### src/rtl/leg_sequencer.sv
module leg_sequencer #(
  parameter int LEG_W = 2,
  parameter int CRD_W = 4,
  parameter int DUR_W = 8
) (
  input  logic                 clk,
  input  logic                 rst_n,
  input  logic [1:0]           sector,
  input  logic [3*CRD_W-1:0]   vtx_g,
  input  logic [3*CRD_W-1:0]   vtx_h,
  input  logic [9*LEG_W-1:0]   vtx_sw,
  input  logic [3*DUR_W-1:0]   dwell,
  output logic [3*LEG_W-1:0]   leg_pos,
  output logic [2:0]           seg_idx,
  output logic                 period_start,
  output logic                 order_fault
);
  localparam int VW = 3*LEG_W;

  function automatic logic [1:0] slot_of(input logic [2:0] s);
    return (s < 3'd3) ? s[1:0] : 2'(3'd5 - s);
  endfunction

  logic [CRD_W-1:0] g [3];
  logic [CRD_W-1:0] h [3];
  logic [CRD_W:0]   gh [3];
  logic [VW-1:0]    v [3];
  logic [DUR_W-1:0] d_in [3];

  for (genvar i = 0; i < 3; i++) begin : g_unpack
    assign g[i]    = vtx_g[i*CRD_W +: CRD_W];
    assign h[i]    = vtx_h[i*CRD_W +: CRD_W];
    assign gh[i]   = {g[i][CRD_W-1], g[i]} + {h[i][CRD_W-1], h[i]};
    assign v[i]    = vtx_sw[i*VW +: VW];
    assign d_in[i] = dwell[i*DUR_W +: DUR_W];
  end

  logic [2:0] forb;
  always_comb begin
    for (int k = 0; k < 3; k++) begin
      case (sector)
        2'd0:    forb[k] = (h[k] == h[(k+1)%3]);
        2'd1:    forb[k] = (gh[k] == gh[(k+1)%3]);
        2'd2:    forb[k] = (g[k] == g[(k+1)%3]);
        default: forb[k] = 1'b0;
      endcase
    end
  end

  logic          lbl_ok;
  logic [VW-1:0] seq_sel [3];
  assign lbl_ok = ($countones(forb) == 1);

  always_comb begin
    case (forb)
      3'b001:  seq_sel = '{v[0], v[2], v[1]};
      3'b010:  seq_sel = '{v[1], v[0], v[2]};
      3'b100:  seq_sel = '{v[2], v[1], v[0]};
      default: seq_sel = '{v[0], v[1], v[2]};
    endcase
  end

  logic [VW-1:0]    seq_q [3];
  logic [DUR_W-1:0] dur_q [3];
  logic [2:0]       seg_q;
  logic [DUR_W-1:0] cnt_q;
  logic             pst_q, flt_q;

  logic       nxt_hit, fst_hit;
  logic [2:0] nxt_seg, fst_seg;
  always_comb begin
    nxt_hit = 1'b0;
    nxt_seg = '0;
    fst_hit = 1'b0;
    fst_seg = '0;
    for (int s = 5; s >= 0; s--) begin
      if (s > int'(seg_q) && dur_q[slot_of(3'(s))] != '0) begin
        nxt_hit = 1'b1;
        nxt_seg = 3'(s);
      end
      if (d_in[slot_of(3'(s))] != '0) begin
        fst_hit = 1'b1;
        fst_seg = 3'(s);
      end
    end
  end

  always_ff @(posedge clk) begin
    if (!rst_n) begin
      seq_q <= '{default: '0};
      dur_q <= '{default: '0};
      seg_q <= '0;
      cnt_q <= '0;
      pst_q <= 1'b0;
      flt_q <= 1'b0;
    end else begin
      pst_q <= 1'b0;
      if (cnt_q != '0) begin
        cnt_q <= cnt_q - 1'b1;
      end else if (nxt_hit) begin
        seg_q <= nxt_seg;
        cnt_q <= dur_q[slot_of(nxt_seg)] - 1'b1;
      end else begin
        seq_q <= seq_sel;
        dur_q <= d_in;
        flt_q <= !lbl_ok;
        pst_q <= 1'b1;
        seg_q <= fst_seg;
        cnt_q <= fst_hit ? d_in[slot_of(fst_seg)] - 1'b1 : '0;
      end
    end
  end

  assign leg_pos      = seq_q[slot_of(seg_q)];
  assign seg_idx      = seg_q;
  assign period_start = pst_q;
  assign order_fault  = flt_q;
endmodule


### config.mk
export PLATFORM = sky130hd
export DESIGN_NAME = leg_sequencer
export DESIGN_NICKNAME = d
export VERILOG_FILES = /design/src/rtl/leg_sequencer.sv
export SDC_FILE = /design/constraint.sdc
export NUM_CORES = 1
export LEC_CHECK = 0
export CAP_MARGIN = 20
export CORE_UTILIZATION = 54
export CTS_BUF_LIST = sky130_fd_sc_hd__clkbuf_8 sky130_fd_sc_hd__clkbuf_16
export CTS_CLUSTER_DIAMETER = 200
export DETAILED_ROUTE_END_ITERATION = 10
export PLACE_DENSITY_LB_ADDON = 0.15
export SLEW_MARGIN = 20
export SYNTH_ARGS = -nofsm -noshare
export SYNTH_HDL_FRONTEND = slang
export SYNTH_SLANG_ARGS = --single-unit
### constraint.sdc
create_clock -name clk -period 4 [get_ports clk]
set_clock_uncertainty 0.1 [all_clocks]
set_input_delay 0.8 -clock clk [delete_from_list [all_inputs] [get_ports clk]]
set_output_delay 0.8 -clock clk [all_outputs]
set_load 0.005 [all_outputs]
---- Word-level counts from Yosys, hierarchy flattened ----
Index checks and enable logic that the tools add are counted.
word-level totals
  register bits ........................... 55
  input port bits ......................... 70
  logic and storage cells ................. 106
operators by class
  $add $sub $neg .......................... 11
  order comparisons ....................... 11
  equality and inequality tests ........... 15
  mux-type cells .......................... 37
  bitwise operators ....................... 6
  reductions and logical operators ........ 16
operators by type and width
  kind                                                count
  2-to-1 mux 8 bit                                    7
  nonzero test 8 bit                                  7
  case mux 18 bit (3 select lines)                    1
  binary-select mux 8 bit (select 2 bit)              2
  == test 4 bit                                       6
  2-to-1 mux 3 bit                                    8
  subtractor 8 x 1 -> 8 bit, second input constant    3
  adder 4 x 4 -> 5 bit                                3
  == test 5 bit                                       3
  binary-select mux 6 bit (select 2 bit)              1
  2-to-1 mux 6 bit                                    2
  >= comparator 3 bit, second input constant          3
  < comparator 3 x 2 -> 1 bit, second input constant  3
  2-to-1 mux 1 bit                                    9
  inverter 2 -> 3 bit                                 3
  case mux 1 bit (3 select lines)                     3
  2-to-1 mux 2 bit                                    4
  == test 3 x 1 -> 1 bit, second input constant       2
  > comparator 2 x 3 -> 1 bit, first input constant   2
  > comparator 3 bit, first input constant            2
  subtractor 1 x 2 -> 2 bit, first input constant     3
  logical AND 1 bit                                   5
  adder 2 x 1 -> 3 bit                                1
  == test 3 x 2 -> 1 bit, second input constant       1
  10 further kinds                                    12

---- Logic depth before layout (Yosys ltp) ----
  word-level depth ........................ 16
  mapped depth ............................ 15
  gate-level depth less buffers ........... 14

---- Least setup slack after synthesis ----
OpenSTA, ideal clock, no wires.
  path type ............................... input-to-reg
  start ................................... in vtx_g[4]
  end ..................................... reg flt_q (netlist: order_fault)
  setup time .............................. 0.091 ns
  data arrival time ....................... 3.154 ns
  setup slack ............................. 0.655 ns
  cell stages on the path ................. 8
  path through ............................ ha_1 fa_1 a2111oi_0 a21oi_1 xor2_1 o31ai_4 fa_1 a311oi_1
between the ends
  word-level cells in the longest chain between the ends .. 7
  elaborated cells between the ends (all ways) .. 11
ends and longest elaborated chain
  what                                            line  source
  start: declaration                              9     input logic [3*CRD_W-1:0] vtx_g,
  adder 4 x 4 -> 5 bit                            33    assign gh[i] = {g[i][CRD_W-1], g[i]} + {h[i][CRD_W-1], h[i]};
  == test 5 bit                                   43    2'd1: forb[k] = (gh[k] == gh[(k+1)%3]);
  case mux 1 bit (3 select lines)                 41    case (sector)
  adder 1 x 1 -> 2 bit (not written as such) (*)  52    assign lbl_ok = ($countones(forb) == 1);
  adder 2 x 1 -> 3 bit (not written as such) (*)  52
  == test 3 x 1 -> 1 bit (*)                      52
  logical NOT 1 bit (*)                           106   flt_q <= !lbl_ok;
  end signal: assignment                          106
  end: declaration                                67    logic pst_q, flt_q;
Mark *: on every way between the ends. The rest lies on a longest branch, timed or not.
A chain may end at the register's enable or synchronous reset.

---- Worst setup path after layout ----
  start ................................... in vtx_g[8]
  end ..................................... reg seq_q[17] (netlist name)
between the ends
  word-level cells in the longest chain between the ends .. 5
  elaborated cells between the ends (all ways) .. 11
ends and longest elaborated chain
  what                                   line  source
  adder 4 x 4 -> 5 bit                   33
  == test 5 bit                          43
  case mux 1 bit (3 select lines)        41
  == test 3 bit (tied with other cells)  55    case (forb)
  case mux 18 bit (3 select lines) (*)   55
  end signal: assignment                 104   seq_q <= seq_sel;
  end: declaration                       63    logic [VW-1:0] seq_q [3];
Marked as above.

==> impl_metrics.env <==
export IMPL_num_antenna_cells=0
export IMPL_crit_chain="clkdlybuf4s50_1 -> ha_1 -> fa_1 -> a2111oi_2 -> a21oi_1 -> xor2_1 -> o31ai_2 -> o21bai_1 -> a221oi_1 -> a21oi_1"
export IMPL_whs_ns=0.388
export IMPL_final_cells=736
export IMPL_worstPathArrival_ns=3.82
export IMPL_async_reset_ff_frac=0
export IMPL_track_usage=0.305
export IMPL_syn_cell_area_um2=4370
export IMPL_top_usage_layer="met2"
export IMPL_crit_family="compound AO/OA/AOI/OAI gates"
export IMPL_fmax_mhz=269
export IMPL_max_stage_delay_ns=0.45
export IMPL_fp_dieArea_um2=8450
export IMPL_critical_path_max_fanout=6
export IMPL_fill_cells=649
export IMPL_met3_usage=0.0514
export IMPL_clk_transition_reported_paths_ns=0.11
export IMPL_cts_root_buffer="clkbuf_8"
export IMPL_endpoint_kind="register"
export IMPL_cpMostUsedCell="a21oi_1"
export IMPL_status="completed"
export IMPL_r2r_setup_slack_ns=1.03
export IMPL_critPathLaunchType="primary input"
export IMPL_use_met2=0.501
export IMPL_setup_viol=0
export IMPL_cts_buffers=5
export IMPL_ant_nets=0
export IMPL_gp_congestion=0.969
export IMPL_drcViolationCount=0
export IMPL_timing_slew_headroom=0.421
export IMPL_worstSetupPathType="primary input to register"
export IMPL_drt_first_pass_iters=6
export IMPL_grtUsageMet1=0.399
export IMPL_fin_crit_sh=0.929
export IMPL_nets=722
export IMPL_die_w_um=91.9
export IMPL_yosysTopAreaCellShare=0.252
export IMPL_hold_class="register to register"
export IMPL_tightest_slew_ns=0.868
export IMPL_initial_core_util=0.562
export IMPL_vias_per_cell=6.22
export IMPL_synth_top_cell_by_area="dfxtp_1"
export IMPL_synth_main_ff_cell="dfxtp_1"
export IMPL_synth_edff_count=0
export IMPL_vias=4576
export IMPL_placed_area_um2=5270
export IMPL_yosys_warnings=0
export IMPL_worst_path_buf_inv=1
export IMPL_cts_resized=0
export IMPL_multi_input_area_um2=3080
export IMPL_area_growth_pct=23.0
export IMPL_dp_cells=728
export IMPL_yosys_register_bits=55
export IMPL_synth_cell_type_count=63
export IMPL_grt_pass1_wl_um=20600
export IMPL_io_pins=81
export IMPL_clockBufferDepth=2
export IMPL_drt_wl_total_um=12700
export IMPL_drtIter0Drc=339
export IMPL_finalCriticalPeriod_ns=3.71
export IMPL_grt_overflow_total=0
export IMPL_tritoncts="yes"
export IMPL_synth_fp_nets=646
export IMPL_cp_required_ns=4.10
export IMPL_drv_cap=0
export IMPL_die_h_um=91.9
export IMPL_grt_pass1_vias=4304
export IMPL_ctsHoldBuffers=0
export IMPL_synth_area_leaders="dfxtp_1 (25%), a21oi_1 (8.7%), xnor2_1 (7.0%), nand2_1 (6.7%), xor2_1 (4.8%)"
export IMPL_io_buffers=80
export IMPL_syn_inst=557
export IMPL_design_area_um2=5370
export IMPL_report_final_slew_viol_count=0
export IMPL_htreeDepth=2
export IMPL_antenna_found_initial=0
export IMPL_synth_area_per_cell_um2=7.84
export IMPL_cts_setup_buffers=0
export IMPL_hpwl_um=9670
export IMPL_rsz0062_at_grt="no"
export IMPL_cp_slowest_cell="clkdlybuf4s50_1"
export IMPL_drive_above_1_share=0.0757
export IMPL_grt_max_degree=45
export IMPL_std_cell_rows=32
export IMPL_post_drt_wl_per_cell_um=17.2
export IMPL_cts_num_sinks=55
export IMPL_regArea_um2=1100
export IMPL_coreArea_um2=7770
export IMPL_hold_viol_final=0
export IMPL_yosysSeqAreaShare=0.252
export IMPL_worst_skew_pair_late_latency_ns=0.33
[synthesized netlist by cell type, drive strengths merged (5+ instances only)]
library cell  instances
a211oi               12
a21o                  6
a21oi                80
a221oi               21
a31oi                 6
buf                  14
clkbuf               12
dfxtp                55
ha                   15
inv                  13
mux2i                 7
nand2                78
nand3                 6
nand4                 5
nor2                 39
nor3                 21
nor4                 11
o21ai                33
o21bai                6
or3                   5
xnor2                35
xor2                 24
[per-stage QoR]
step	utilization	setup WS, ns	setup TNS [ns]
final	0.691	0.285	0
after global routing	0.691	0.0312	0
after CTS	0.691	0.342	0
after detailed placement	0.679	-0.0114	-0.0117
after global placement	0.679	0.101	0
after floorplan	-	0.655	0
[kinds of logic (layout without fill, tap and decap cells)]
group,after synthesis,in the layout,share of synthesized area
xor+xnor,59,59,0.118
compound gates,192,192,0.296
mux,7,7,0.0161
fa+ha+maj,19,19,0.0613
buf+inv,40,117,0.0424
simple gates,185,185,0.214
flops,55,55,0.252
[worst min-delay path, delay by kind of cell (launching register included)]
kind / cells / cell delay [ns]
AO/OA/AOI/OAI: 1 / 0.05
AND/OR/NAND/NOR: 1 / 0.06
flip-flops: 1 / 0.34
[layout by cell type (no fill, tap or decap), types with 4 or more instances in the layout]
master / Yosys / routed
clkdlybuf4s50_1: 0 / 80
nand2_1: 78 / 78
a21oi_1: 76 / 76
dfxtp_1: 55 / 55
nor2_1: 37 / 37
xnor2_1: 35 / 35
o21ai_0: 31 / 31
xor2_1: 24 / 24
nor3_1: 20 / 20
a221oi_1: 20 / 20
ha_1: 15 / 15
buf_4: 0 / 15
inv_1: 13 / 14
a211oi_1: 11 / 11
mux2i_1: 7 / 7
a21o_1: 6 / 6
nand3_1: 6 / 6
nor4_1: 6 / 6
o21bai_1: 6 / 6
clkbuf_8: 0 / 6
or3_1: 5 / 5
nand4_1: 5 / 5
a31oi_1: 5 / 5
nand2b_1: 4 / 4
a41oi_1: 4 / 4
fa_1: 4 / 4
[layout make-up]
type                    instances  area share
inverters                      14     0.00979
multi-input cells             462       0.574
clock inverters                 2     0.00233
flip-flops and latches         55       0.205
well taps                     102      0.0238
repair buffers                 95       0.170
clock buffers                   6      0.0154
[final timing paths]
| check | start | endpoint | cells after the start |
|---|---|---|---|
| setup / recovery | vtx_g[8] | seq_q[17]$_SDFFE_PN0P_ | 10 |
| hold reg to reg | dur_q[23]$_SDFFE_PN0P_ | dur_q[23]$_SDFFE_PN0P_ | 2 |
| setup reg to reg | seg_idx[2]$_SDFFE_PN0P_ | cnt_q[6]$_SDFF_PN0_ | 10 |
| hold / removal | dur_q[23]$_SDFFE_PN0P_ | dur_q[23]$_SDFFE_PN0P_ | 2 |
[flip-flops by register name (all words and copies together), names as in the netlist]
name / count
seg_idx: 3
period_start: 1
cnt_q: 8
order_fault: 1
dur_q: 24
seq_q: 18
[routing by layer]
layer | share of wire | up-vias
li1 | - | 2191
met4 | 0.032 | 0
met2 | 0.48 | 200
met5 | 0 | -
met1 | 0.43 | 2151
met3 | 0.064 | 34
Power is not shown: default switching activity piles up to over one toggle a cycle in this logic, so the estimate is an artifact.
